## config.mk

```make
export PLATFORM = sky130hd
export DESIGN_NAME = can_bit_timer
export DESIGN_NICKNAME = d
export VERILOG_FILES = /design/src/rtl/can_bt_pkg.sv /design/src/rtl/can_bt_cfg_reg.sv /design/src/rtl/can_bt_prescaler.sv /design/src/rtl/can_bt_seg_ctr.sv /design/src/rtl/can_bit_timer.sv
export SDC_FILE = /design/constraint.sdc
export NUM_CORES = 1
export LEC_CHECK = 0
export BUFFER_PORTS_ARGS = -buffer_cell sky130_fd_sc_hd__buf_4
export CAP_MARGIN = 30
export CORE_MARGIN = 2
export CORE_UTILIZATION = 35
export DETAILED_ROUTE_END_ITERATION = 8
export GPL_TIMING_DRIVEN = 0
export PLACE_DENSITY = 0.56
export RECOVER_POWER = 25
export SETUP_SLACK_MARGIN = 0.5
export SLEW_MARGIN = 25
export SYNTH_ARGS = -nofsm -noshare
export SYNTH_HDL_FRONTEND = slang
export SYNTH_HIERARCHICAL = 1
export SYNTH_SLANG_ARGS = --single-unit
```

## constraint.sdc

```tcl
create_clock -name clk -period 3.9 [get_ports clk]
set_clock_uncertainty 0.15 [all_clocks]
set_input_delay 0.39 -clock clk [delete_from_list [all_inputs] [get_ports clk]]
set_output_delay 0.39 -clock clk [all_outputs]
set_load 0.01 [all_outputs]
```

## src/rtl/can_bt_pkg.sv

```systemverilog
package can_bt_pkg;

  localparam int TSEG1_W    = 4;
  localparam int TSEG2_W    = 3;
  localparam int MAX_BIT_TQ = 1 + (1 << TSEG1_W) + (1 << TSEG2_W);
  localparam int QCNT_W     = $clog2(MAX_BIT_TQ + 1);

  typedef logic [QCNT_W-1:0] tq_count_t;

  typedef struct packed {
    logic [TSEG1_W-1:0] seg1_code;
    logic [TSEG2_W-1:0] seg2_code;
  } seg_cfg_t;

  // Length codes are value-plus-one encoded
  function automatic tq_count_t seg1_quanta(input logic [TSEG1_W-1:0] code);
    return tq_count_t'(code) + tq_count_t'(1);
  endfunction

  function automatic tq_count_t seg2_quanta(input logic [TSEG2_W-1:0] code);
    return tq_count_t'(code) + tq_count_t'(1);
  endfunction

  // Sync quantum plus both segments
  function automatic tq_count_t bit_quanta(input seg_cfg_t cfg);
    return tq_count_t'(1) + seg1_quanta(cfg.seg1_code) + seg2_quanta(cfg.seg2_code);
  endfunction

endpackage

```

## src/rtl/can_bt_cfg_reg.sv

```systemverilog
module can_bt_cfg_reg
  import can_bt_pkg::*;
#(
  parameter int PRESC_W     = 8,
  parameter int MIN_T1_CODE = 3
) (
  input  logic                  clk,
  input  logic                  rst,
  input  logic                  load,
  input  logic [PRESC_W-1:0]    presc_in,
  input  seg_cfg_t              seg_in,
  output logic [PRESC_W-1:0]    period_q,
  output tq_count_t             t1_q,
  output tq_count_t             nbit_q,
  output logic                  cfg_err_q
);

  localparam logic [PRESC_W-1:0] PERIOD_ONE = PRESC_W'(1);

  logic [PRESC_W-1:0] period_eff;

  always_comb begin
    period_eff = (presc_in == '0) ? PERIOD_ONE : presc_in;
  end

  // Shadow copy, refreshed only at bit boundaries or while idle
  always_ff @(posedge clk) begin
    if (rst) begin
      period_q <= PERIOD_ONE;
      t1_q     <= tq_count_t'(1);
      nbit_q   <= tq_count_t'(3);
    end else if (load) begin
      period_q <= period_eff;
      t1_q     <= seg1_quanta(seg_in.seg1_code);
      nbit_q   <= bit_quanta(seg_in);
    end
  end

  // Error flag tracks the programmed code regardless of enable
  always_ff @(posedge clk) begin
    if (rst) cfg_err_q <= 1'b0;
    else     cfg_err_q <= (int'(seg_in.seg1_code) < MIN_T1_CODE);
  end

  AST_PERIOD_NONZERO: assert property (@(posedge clk) disable iff (rst)
    period_q != '0);

  AST_SAMPLE_INSIDE_BIT: assert property (@(posedge clk) disable iff (rst)
    t1_q < nbit_q);

endmodule

```

## src/rtl/can_bt_prescaler.sv

```systemverilog
module can_bt_prescaler #(
  parameter int PRESC_W = 8
) (
  input  logic               clk,
  input  logic               rst,
  input  logic               adv,
  input  logic [PRESC_W-1:0] period,
  output logic [PRESC_W-1:0] pcnt_q,
  output logic [PRESC_W-1:0] pcnt_nxt,
  output logic               q_end
);

  localparam logic [PRESC_W-1:0] ONE = PRESC_W'(1);

  always_comb begin
    q_end = adv && (pcnt_q == (period - ONE));
    if (!adv || q_end) pcnt_nxt = '0;
    else               pcnt_nxt = pcnt_q + ONE;
  end

  always_ff @(posedge clk) begin
    if (rst) pcnt_q <= '0;
    else     pcnt_q <= pcnt_nxt;
  end

  AST_PCNT_IN_QUANTUM: assert property (@(posedge clk) disable iff (rst)
    pcnt_q < period);

  AST_IDLE_PCNT_HOME: assert property (@(posedge clk) disable iff (rst)
    !adv |=> pcnt_q == '0);

endmodule

```

## src/rtl/can_bt_seg_ctr.sv

```systemverilog
module can_bt_seg_ctr
  import can_bt_pkg::*;
#(
  parameter int PRESC_W = 8
) (
  input  logic               clk,
  input  logic               rst,
  input  logic               en,
  input  logic               adv,
  input  logic               q_end,
  input  logic [PRESC_W-1:0] pcnt_nxt,
  input  logic [PRESC_W-1:0] period,
  input  tq_count_t          t1,
  input  tq_count_t          nbit,
  output logic               load,
  output logic               tq_tick,
  output logic               sample_pulse,
  output logic               bit_start
);

  localparam logic [PRESC_W-1:0] PONE = PRESC_W'(1);
  localparam tq_count_t          QONE = tq_count_t'(1);

  tq_count_t qcnt_q, qcnt_nxt;
  logic      qlast, wrap;
  logic      tick_nxt, bs_nxt, smp_nxt;

  always_comb begin
    qlast = (qcnt_q == (nbit - QONE));
    wrap  = q_end && qlast;
    if (!adv)       qcnt_nxt = '0;
    else if (q_end) qcnt_nxt = qlast ? '0 : qcnt_q + QONE;
    else            qcnt_nxt = qcnt_q;
    load = !adv || wrap;
  end

  // Strobes decoded from next state so they line up with the counters
  always_comb begin
    tick_nxt = en && (pcnt_nxt == '0);
    bs_nxt   = tick_nxt && (qcnt_nxt == '0);
    smp_nxt  = en && (qcnt_nxt == t1) && (pcnt_nxt == (period - PONE));
  end

  always_ff @(posedge clk) begin
    if (rst) begin
      qcnt_q       <= '0;
      tq_tick      <= 1'b0;
      bit_start    <= 1'b0;
      sample_pulse <= 1'b0;
    end else begin
      qcnt_q       <= qcnt_nxt;
      tq_tick      <= tick_nxt;
      bit_start    <= bs_nxt;
      sample_pulse <= smp_nxt;
    end
  end

  AST_QCNT_IN_BIT: assert property (@(posedge clk) disable iff (rst)
    qcnt_q < nbit);

  AST_BIT_ON_TICK: assert property (@(posedge clk) disable iff (rst)
    bit_start |-> tq_tick);

  AST_SAMPLE_NOT_SYNC: assert property (@(posedge clk) disable iff (rst)
    sample_pulse |-> !bit_start);

  AST_SAMPLE_THEN_TICK: assert property (@(posedge clk) disable iff (rst)
    sample_pulse && en |=> tq_tick);

endmodule

```

## src/rtl/can_bit_timer.sv

```systemverilog
module can_bit_timer
  import can_bt_pkg::*;
#(
  parameter int PRESC_W     = 8,
  parameter int MIN_T1_CODE = 3
) (
  input  logic                 clk,
  input  logic                 rst,
  input  logic                 enable,
  input  logic [PRESC_W-1:0]   presc_val,
  input  logic [TSEG1_W-1:0]   tseg1_code,
  input  logic [TSEG2_W-1:0]   tseg2_code,
  output logic                 tq_tick,
  output logic                 sample_pulse,
  output logic                 bit_start,
  output logic                 cfg_err
);

  logic               run_q;
  logic               adv;
  logic               load;
  logic               q_end;
  logic [PRESC_W-1:0] pcnt_q, pcnt_nxt;
  logic [PRESC_W-1:0] period_q;
  tq_count_t          t1_q, nbit_q;
  seg_cfg_t           seg_in;

  // First enabled clock is spent as the first clock of the sync segment
  always_ff @(posedge clk) begin
    if (rst) run_q <= 1'b0;
    else     run_q <= enable;
  end

  always_comb begin
    adv              = enable && run_q;
    seg_in.seg1_code = tseg1_code;
    seg_in.seg2_code = tseg2_code;
  end

  can_bt_cfg_reg #(
    .PRESC_W     (PRESC_W),
    .MIN_T1_CODE (MIN_T1_CODE)
  ) cfg_i (
    .clk       (clk),
    .rst       (rst),
    .load      (load),
    .presc_in  (presc_val),
    .seg_in    (seg_in),
    .period_q  (period_q),
    .t1_q      (t1_q),
    .nbit_q    (nbit_q),
    .cfg_err_q (cfg_err)
  );

  can_bt_prescaler #(
    .PRESC_W (PRESC_W)
  ) presc_i (
    .clk      (clk),
    .rst      (rst),
    .adv      (adv),
    .period   (period_q),
    .pcnt_q   (pcnt_q),
    .pcnt_nxt (pcnt_nxt),
    .q_end    (q_end)
  );

  can_bt_seg_ctr #(
    .PRESC_W (PRESC_W)
  ) seg_i (
    .clk          (clk),
    .rst          (rst),
    .en           (enable),
    .adv          (adv),
    .q_end        (q_end),
    .pcnt_nxt     (pcnt_nxt),
    .period       (period_q),
    .t1           (t1_q),
    .nbit         (nbit_q),
    .load         (load),
    .tq_tick      (tq_tick),
    .sample_pulse (sample_pulse),
    .bit_start    (bit_start)
  );

  AST_IDLE_QUIET: assert property (@(posedge clk) disable iff (rst)
    !enable |=> !tq_tick && !sample_pulse && !bit_start);

  AST_RESTART_SYNC: assert property (@(posedge clk) disable iff (rst)
    enable && !run_q |=> bit_start);

endmodule

```

==> impl_metrics.json, run 1 <==
{
  "wl_per_cell_um": 14.0,
  "die_area_um2": 8220,
  "drc_errors": 0,
  "whs_ns": 0.144,
  "avgSynthCellArea_um2": 8.45,
  "most-common-layout-cells": "dfxtp_1, buf_4, xnor2_1",
  "initial_core_util": 0.362,
  "end_kind": "flip-flop",
  "antenna_cells": 0,
  "post-dp-hpwl_mm": 4.52,
  "async_flop_share": 0,
  "drt_iter0_drc": 122,
  "setup_violations": 0,
  "net-switching-power_uw": 271,
  "p_int_uw": 633,
  "syn2layout_area_growth_pct": 19.3,
  "p_leak_uw": 0.00129,
  "post-route-period-util": 0.849,
  "cts_htree_levels": 2,
  "synth.net_count": 342,
  "nets": 385,
  "synth_seq_cells": 36,
  "pwr-share-seq": 0.466,
  "cp_data_required_time_ns": 3.95,
  "grt-ovfl-total": 0,
  "yosysTopAreaCell": "dfxtp_1",
  "cts_tree": "built",
  "fp.dieH_um": 90.7,
  "max-clock-path-buffers": 2,
  "p_sw_frac": 0.300,
  "crit_arrival_ns": 3.36,
  "fin_util": 0.432,
  "yosys_warnings": 6,
  "outcome": "complete, no violations",
  "power_uw": 903,
  "synth_top_cell_area_share": 0.274,
  "fin_cells": 454,
  "grt_usage": 0.156,
  "synth_area_leaders": "dfxtp_1, xnor2_1, xor2_1",
  "max_freq_mhz": 302,
  "tightest_slew_ns": 0.688,
  "grt_pass1_vias": 2127,
  "synth_edf_count": 0,
  "path_clk_slew_ns": 0.07,
  "min_period_ns": 3.31,
  "comb_power_share": 0.227,
  "hold_class": "primary input to flip-flop",
  "vias": 2383,
  "postRouteWirelength_mm": 6.37,
  "hold_buffers": 0,
  "start_kind": "flip-flop",
  "clock-sinks": 36,
  "portBuffers": 21,
  "critical_path_class": "flip-flop to flip-flop",
  "hold_viol": 0,
  "slew_violations": 0,
  "io_pins": 22,
  "via_per_inst": 5.25,
  "ir_drop_mv": 0.217,
  "pre_cts_ws_ns": -0.174,
  "numCtsBuffers": 5,
  "power_density_nw_per_um2": 288,
  "ys_seq_area_frac": 0.274,
  "ant_nets": 0,
  "clkPwrFrac": 0.306,
  "clock_latency_ns": 0.29,
  "synth_cells": 311,
  "clock-root-buffer": "clkbuf_8",
  "setup_ws_ns": 0.589,
  "rows": 31,
  "relSlewSlack": 0.542,
  "gp_congestion": 0.801,
  "antenna_found_initial": 0,
  "synth_cell_type_count": 54,
  "layout_commonest_cell": "dfxtp_1",
  "die_w_um": 90.7,
  "grt_max_degree": 16,
  "rsz0062_at_grt": "no",
  "grt_pass1_wl_mm": 10.5,
  "netlist_area_um2": 2630,
  "dp_cells": 431,
  "drive_gt1_frac": 0.200,
  "core_area_um2": 7250,
  "cp_max_fo": 10,
  "maxCapViolCount": 0,
  "dr.pass1.iters": 4,
  "synth_ff_type": "dfxtp_1"
}
==> power groups by stage <==
stage / combinational, µW / sequential, µW / clock, µW
after floorplan: 137 / 420 / 0
after global placement: 180 / 430 / 0
after detailed placement: 184 / 431 / 0
after CTS: 189 / 423 / 288
after global routing: 229 / 425 / 299
final: 205 / 421 / 277
==> through the flow <==
stage	instance area, µm²	setup TNS [ns]
global route	3140	0
finish	3140	0
floorplan	2630	0
global placement	2910	-1.02
CTS	3040	0
detailed placement	2910	-1.41
==> path summary, 6_finish.rpt <==
kind | start | end | slack, ns | depth (start not counted)
min reg2reg | cfg_i/nbit_q[3] | cfg_i/nbit_q[3] | 0.39 | 2
max reg2reg | cfg_i/period_q[0] | seg_i/sample_pulse | 0.59 | 13
max | cfg_i/period_q[0] | seg_i/sample_pulse | 0.59 | 13
min | tseg1_code[3] | cfg_i/cfg_err_q | 0.14 | 2
==> metal layers <==
| metal | share of wire | vias up | GRT usage |
|---|---|---|---|
| met5 | 0 | - | 0 |
| met4 | 0.013 | 0 | 0.0462 |
| met3 | 0.030 | 6 | 0.0209 |
| met2 | 0.45 | 41 | 0.234 |
| met1 | 0.51 | 1138 | 0.231 |
| li1 | - | 1198 | - |
==> worst max-delay path, cell delays in order (launching register included) <==
cell,delay (ns)
dfxtp_4,0.40
inv_1,0.06
ha_2,0.31
xor2_1,0.17
nand3_2,0.13
a2111oi_4,0.37
clkbuf_1,0.32
buf_6,0.19
a21oi_1,0.11
xnor2_1,0.16
buf_4,0.15
a2111oi_2,0.31
o211ai_1,0.16
a311oi_2,0.26
==> registers in the layout (all words and copies together) (netlist names) <==
signal,flops
seg_i/sample_pulse,1
seg_i/qcnt_q,5
seg_i/tq_tick,1
cfg_i/period_q,8
seg_i/bit_start,1
presc_i/pcnt_q,8
cfg_i/cfg_err_q,1
cfg_i/t1_q,5
run_q,1
cfg_i/nbit_q,5
==> synth_stat cells, types with 5 or more instances <==
library cell,n
inv_1,14
a211oi_1,7
o21ai_0,5
xor2_1,18
xnor2_1,26
clkbuf_1,6
nor3_1,10
and3_1,5
nor2_1,21
nand3_1,11
nand2b_1,7
dfxtp_1,36
nand2_1,23
nor4_1,11
a21oi_1,22
nor2b_1,6
nand4_1,5
ha_1,12
mux2i_1,11
==> layout make-up <==
cell class                      instances  area (µm²)
Buffer                                 13        77.6
Clock buffer                            8        90.1
Fill cell                             754        4120
Inverter                               15        60.1
Multi-Input combinational cell        247        1800
Sequential cell                        36         734
Tap cell                               99         124
Timing Repair Buffer                   36         245
==> timing repair <==
action	4_1_cts	5_1_grt
gates resized for setup	8	12
pin swaps	1	7
setup buffers	3	12
setup endpoints to repair	25	19
gates cloned	0	0
==> kinds of logic after synthesis <==
group / share of synthesized area
DFF: 0.274
xor gates and xnor gates: 0.147
buffers and inverters: 0.0490
and+or+nand+nor: 0.263
AOI/OAI and AO/OA: 0.152
muxes: 0.0505
adders and majority gates: 0.0647
Note: power is estimated with default switching activity, not from simulation.
==> run 2, diff against run 1 <==
PLACE_DENSITY = 0.58   (was 0.56)
clock period = 2.7 ns   (was 3.9 ns; I/O delays follow)
==> run 2 against run 1 <==
Net effect:
- the run now ends with negative setup slack left
- sequential share of layout area down 2.7 points
- setup slack lost 0.88 ns
- sequential power is 44% higher
- critical path depth unchanged
- critical path type unchanged
==> impl_metrics.json, run 2 (synthesized netlist as in run 1, its figures left out) <==
{
  "wl_per_cell_um": 14.4,
  "fin_cells": 472,
  "setup_ws_ns": -0.292,
  "grt_usage": 0.163,
  "nets": 403,
  "tightest_slew_ns": 0.742,
  "min_period_ns": 2.99,
  "cts_tree": "built",
  "clock-sinks": 36,
  "critical_path_class": "flip-flop to flip-flop",
  "relSlewSlack": 0.505,
  "n_fill_cell": 698,
  "io_pins": 22,
  "setup_violations": 25,
  "via_per_inst": 5.12,
  "max_freq_mhz": 334,
  "r2r_setup_slack_ns": -0.29,
  "drc_errors": 0,
  "crit_arrival_ns": 3.01,
  "p_leak_uw": 0.00148,
  "start_kind": "flip-flop",
  "drt_iter0_drc": 195,
  "antenna_cells": 0,
  "post-route-period-util": 1.11,
  "grt_pass1_vias": 2208,
  "whs_ns": 0.0120,
  "ant_nets": 0,
  "grt_pass1_wl_mm": 11.1,
  "initial_core_util": 0.362,
  "endpoint": "cfg_i/t1_q[2]",
  "cp_data_required_time_ns": 2.72,
  "hold_viol": 0,
  "fin_tns_setup_ns": -5.76,
  "fp.dieH_um": 90.7,
  "hold_buffers": 0,
  "most-common-layout-cells": "buf_4, dfxtp_1, xnor2_1",
  "numCtsBuffers": 5,
  "clock-root-buffer": "clkbuf_8",
  "hold_class": "primary input to flip-flop",
  "portBuffers": 21,
  "vias": 2416,
  "maxCapViolCount": 0,
  "top_regs": "cfg_i/period_q: 8 flops, presc_i/pcnt_q: 8 flops",
  "postRouteWirelength_mm": 6.78,
  "end_kind": "flip-flop",
  "drive_gt1_frac": 0.346,
  "max-clock-path-buffers": 2,
  "core_area_um2": 7250,
  "rows": 31,
  "dr.pass1.iters": 4,
  "violations": "negative setup slack",
  "outcome": "complete, but fails checks",
  "cts_htree_levels": 2,
  "worst_r2r_endpoint": "cfg_i/t1_q[2]",
  "grt_max_degree": 16,
  "antenna_found_initial": 0,
  "layout_commonest_cell": "buf_4",
  "die_area_um2": 8220,
  "startpoint": "cfg_i/period_q[1]",
  "path_clk_slew_ns": 0.08,
  "multiInputGateArea_um2": 1990,
  "die_w_um": 90.7,
  "dp_cells": 431,
  "ff_latch_area_um2": 741,
  "slew_violations": 0,
  "syn2layout_area_growth_pct": 35.9,
  "gp_congestion": 0.802,
  "rsz0062_at_grt": "yes",
  "whs_path_depth": 2,
  "grt-ovfl-total": 0,
  "worstReg2RegStart": "cfg_i/period_q[1]",
  "clock_latency_ns": 0.29,
  "cp_max_fo": 6,
  "post-dp-hpwl_mm": 4.53,
  "ir_drop_mv": 0.291,
  "power_density_nw_per_um2": 394,
  "rr_worst_depth": 13
}
-- run 2: critical path, stage by stage (launching register included) --
cell and delay (ns):
dfxtp_4 0.37, or2_4 0.26, nor4_4 0.17, xnor2_2 0.11, a2111oi_4 0.39, and3_4 0.30
buf_8 0.12, nand4_1 0.14, o21a_1 0.26, inv_4 0.12, buf_8 0.13, buf_6 0.11
mux2i_1 0.18, nor2_1 0.05
-- run 2: how the worst min path moves through the flow --
stage                        from         endpoint
floorplan                     rst            run_q
global placement    tseg1_code[3]  cfg_i/cfg_err_q
detailed placement  tseg1_code[3]  cfg_i/cfg_err_q
CTS                 tseg1_code[3]  cfg_i/cfg_err_q
global route        tseg1_code[3]  cfg_i/cfg_err_q
finish              tseg1_code[3]  cfg_i/cfg_err_q
-- run 2: metal layers --
layer	GRT usage	vias to the layer above	wire length, µm	part of all wire
li1	-	1233	-	-
met1	0.237	1133	3430	0.51
met2	0.249	48	3060	0.45
met3	0.0275	2	239	0.035
met4	0.0436	0	40	0.0059
met5	0	-	0	0
-- run 2: timing repair --
action,CTS,global route
cloned,1,0
setup endpoints to repair,26,26
buffers inserted,21,11
pin swaps,16,16
resized for setup,37,28
-- run 2: area by class of cell --
cell class	count	area share
flip-flops and latches	36	0.207
clock inverters	2	0.00350
repair buffers	54	0.126
inverters	15	0.0172
well taps	99	0.0347
clock buffers	6	0.0263
plain buffers	13	0.0294
multi-input cells	247	0.556
-- run 2: report_power, final --
part | switching, µW | internal, µW
Clock | 211 | 236
Combinational | 175 | 182
Sequential | 48.2 | 557
-- run 2: metrics by stage --
stage,util,power (µW),instance area [µm²],worst slack [ns]
floorplan,-,816,2710,-0.196
global placement,0.412,892,2990,-0.681
detailed placement,0.412,898,2990,-0.689
CTS,0.468,1390,3390,-0.241
global route,0.493,1490,3570,-0.456
finish,0.493,1410,3570,-0.292
==> run 3, diff against run 2 <==
CORE_MARGIN = 4   (was 2)
REMOVE_ABC_BUFFERS = 1   (was not set)
==> run 3 against run 2 <==
Net effect:
- sequential cell count unchanged
- count of clock-buffer cells in the layout down 1
- sequential share of layout area up 0.71 points
- non-clock buffer count down 10
- core utilization down 1.9 points
- final area down 3.3%
- the flow still finishes with violations (negative setup slack)
==> impl_metrics.json, run 3 (synthesized netlist as in run 1, its figures left out) <==
{
  "outcome": "complete, but fails checks",
  "violations": "negative setup slack",
  "setup_violations": 25,
  "numCtsBuffers": 5,
  "critical_path_class": "flip-flop to flip-flop",
  "antenna_found_initial": 0,
  "most-common-layout-cells": "buf_4, dfxtp_1, xnor2_1",
  "power_density_nw_per_um2": 395,
  "cp_max_fo": 7,
  "grtUsageMet2": 0.255,
  "rsz0062_at_grt": "yes",
  "vias": 2409,
  "top_usage_layer": "met2",
  "slew_violations": 0,
  "postRouteWirelength_mm": 6.73,
  "syn2layout_area_growth_pct": 31.4,
  "crit_path_max_incr_delay_ns": 0.38,
  "drt_iter0_drc": 110,
  "dr.pass1.iters": 4,
  "die_w_um": 94.7,
  "crit_slowest_cell": "dfxtp_4",
  "grt_max_degree": 30,
  "fp.dieH_um": 94.7,
  "min_period_ns": 2.99,
  "max_freq_mhz": 334,
  "nets": 395,
  "maxCapViolCount": 0,
  "cts_htree_levels": 2,
  "wl_per_cell_um": 14.5,
  "top_regs": "cfg_i/period_q: 8 flops, presc_i/pcnt_q: 8 flops",
  "power_uw": 1360,
  "core_area_um2": 7290,
  "clock-root-buffer": "clkbuf_8",
  "relSlewSlack": 0.0525,
  "die_area_um2": 8960,
  "drc_errors": 0,
  "p_leak_uw": 0.00143,
  "initial_core_util": 0.361,
  "clock-sinks": 36,
  "gp_congestion": 0.789,
  "antenna_cells": 0,
  "hold_viol": 0,
  "via_per_inst": 5.19,
  "drive_gt1_frac": 0.299,
  "post-dp-hpwl_mm": 4.13,
  "end_kind": "flip-flop",
  "io_pins": 22,
  "whs_ns": 0.0598,
  "layout_commonest_cell": "buf_4",
  "cp_data_required_time_ns": 2.67,
  "post-route-period-util": 1.11,
  "grt-ovfl-total": 0,
  "tightest_slew_ns": 1.42,
  "grtUsageMet1": 0.219,
  "portBuffers": 21,
  "n_fill_cell": 734,
  "use_met3": 0.0255,
  "path_clk_slew_ns": 0.08,
  "setup_ws_ns": -0.290,
  "grt_usage": 0.160,
  "grt_pass1_wl_mm": 11.5,
  "start_kind": "flip-flop",
  "ir_drop_mv": 0.181,
  "clock_latency_ns": 0.30,
  "hold_class": "primary input to flip-flop",
  "crit_arrival_ns": 2.96,
  "grt_pass1_vias": 2401,
  "crit_chain": "inv_2, ha_4, xor2_2, nand3_2, a2111oi_4, and3_4, buf_4, buf_6, nand4_1, o21a_4, inv_16, buf_12, mux2i_1, nor2_1",
  "cts_tree": "built",
  "max-clock-path-buffers": 2,
  "r2r_setup_slack_ns": -0.29,
  "rows": 31,
  "ant_nets": 0
}
-- run 3: changes by cell type in the layout (fill, tap and decap cells not counted), sizes merged --
cell,previous run,this run
buf,58,52
clkbuf,15,8
clkinvlp,1,2
dlygate4sd3,0,2
inv,15,16
clkinv,1,2
-- run 3: power breakdown --
group	internal [µW]	leakage, µW	switching [µW]
Combinational	183	0.00110	171
Clock	183	0.0000404	221
Sequential	557	0.000298	48.4
Total	923	0.00143	441
-- run 3: what timing repair did --
item | CTS | global route
hold buffers | 2 | 0
resized for setup | 45 | 19
buffers inserted | 27 | 7
endpoints found under the setup margin | 34 | 26
cloned | 2 | 0
endpoints found under the hold margin | 1 | 0
pin swaps | 17 | 17
-- run 3: cell type report --
cell class,instances,area [µm²],share of cell area
multi-input combinational,247,1920,0.555
tap,99,124,0.0359
clock buffer,5,68.8,0.0199
sequential,36,741,0.214
inverter,15,75.1,0.0217
clock inverter,3,23.8,0.00688
timing repair inverter,2,27.5,0.00797
timing repair buffer,57,479,0.139
-- run 3: critical path: cells and delay by family, from the launching register on --
kind	cells	cell delay, ns
XOR/XNOR	1	0.15
multiplexers	1	0.19
flip-flops	1	0.38
buffers and inverters	5	0.45
AO/OA/AOI/OAI	2	0.67
adder cells (fa/ha/maj)	1	0.26
AND/OR/NAND/NOR	4	0.57
-- run 3: per-layer routing --
layer | wire length (µm) | vias to the layer above
met5 | 0 | -
met4 | 135 | 0
met3 | 266 | 11
met2 | 3070 | 54
met1 | 3260 | 1129
li1 | - | 1215
-- run 3: stage by stage --
stage / cells / utilization / worst slack [ns] / setup TNS, ns / area, µm²
after floorplan: 298 / - / -1.19 / -25.39 / 2560
after global placement: 418 / 0.389 / -2.08 / -47.34 / 2840
after detailed placement: 418 / 0.389 / -1.65 / -37.59 / 2840
after CTS: 457 / 0.457 / -0.236 / -2.17 / 3330
after global routing: 464 / 0.474 / -0.475 / -9.87 / 3450
final: 464 / 0.474 / -0.290 / -6.01 / 3450
-- run 3: final timing paths --
path,cells past startpoint,start,endpoint
max reg2reg,14,cfg_i/period_q[0],cfg_i/period_q[6]
min reg2reg,2,cfg_i/nbit_q[3],cfg_i/nbit_q[3]
min,2,enable,run_q
max,14,cfg_i/period_q[0],cfg_i/period_q[6]
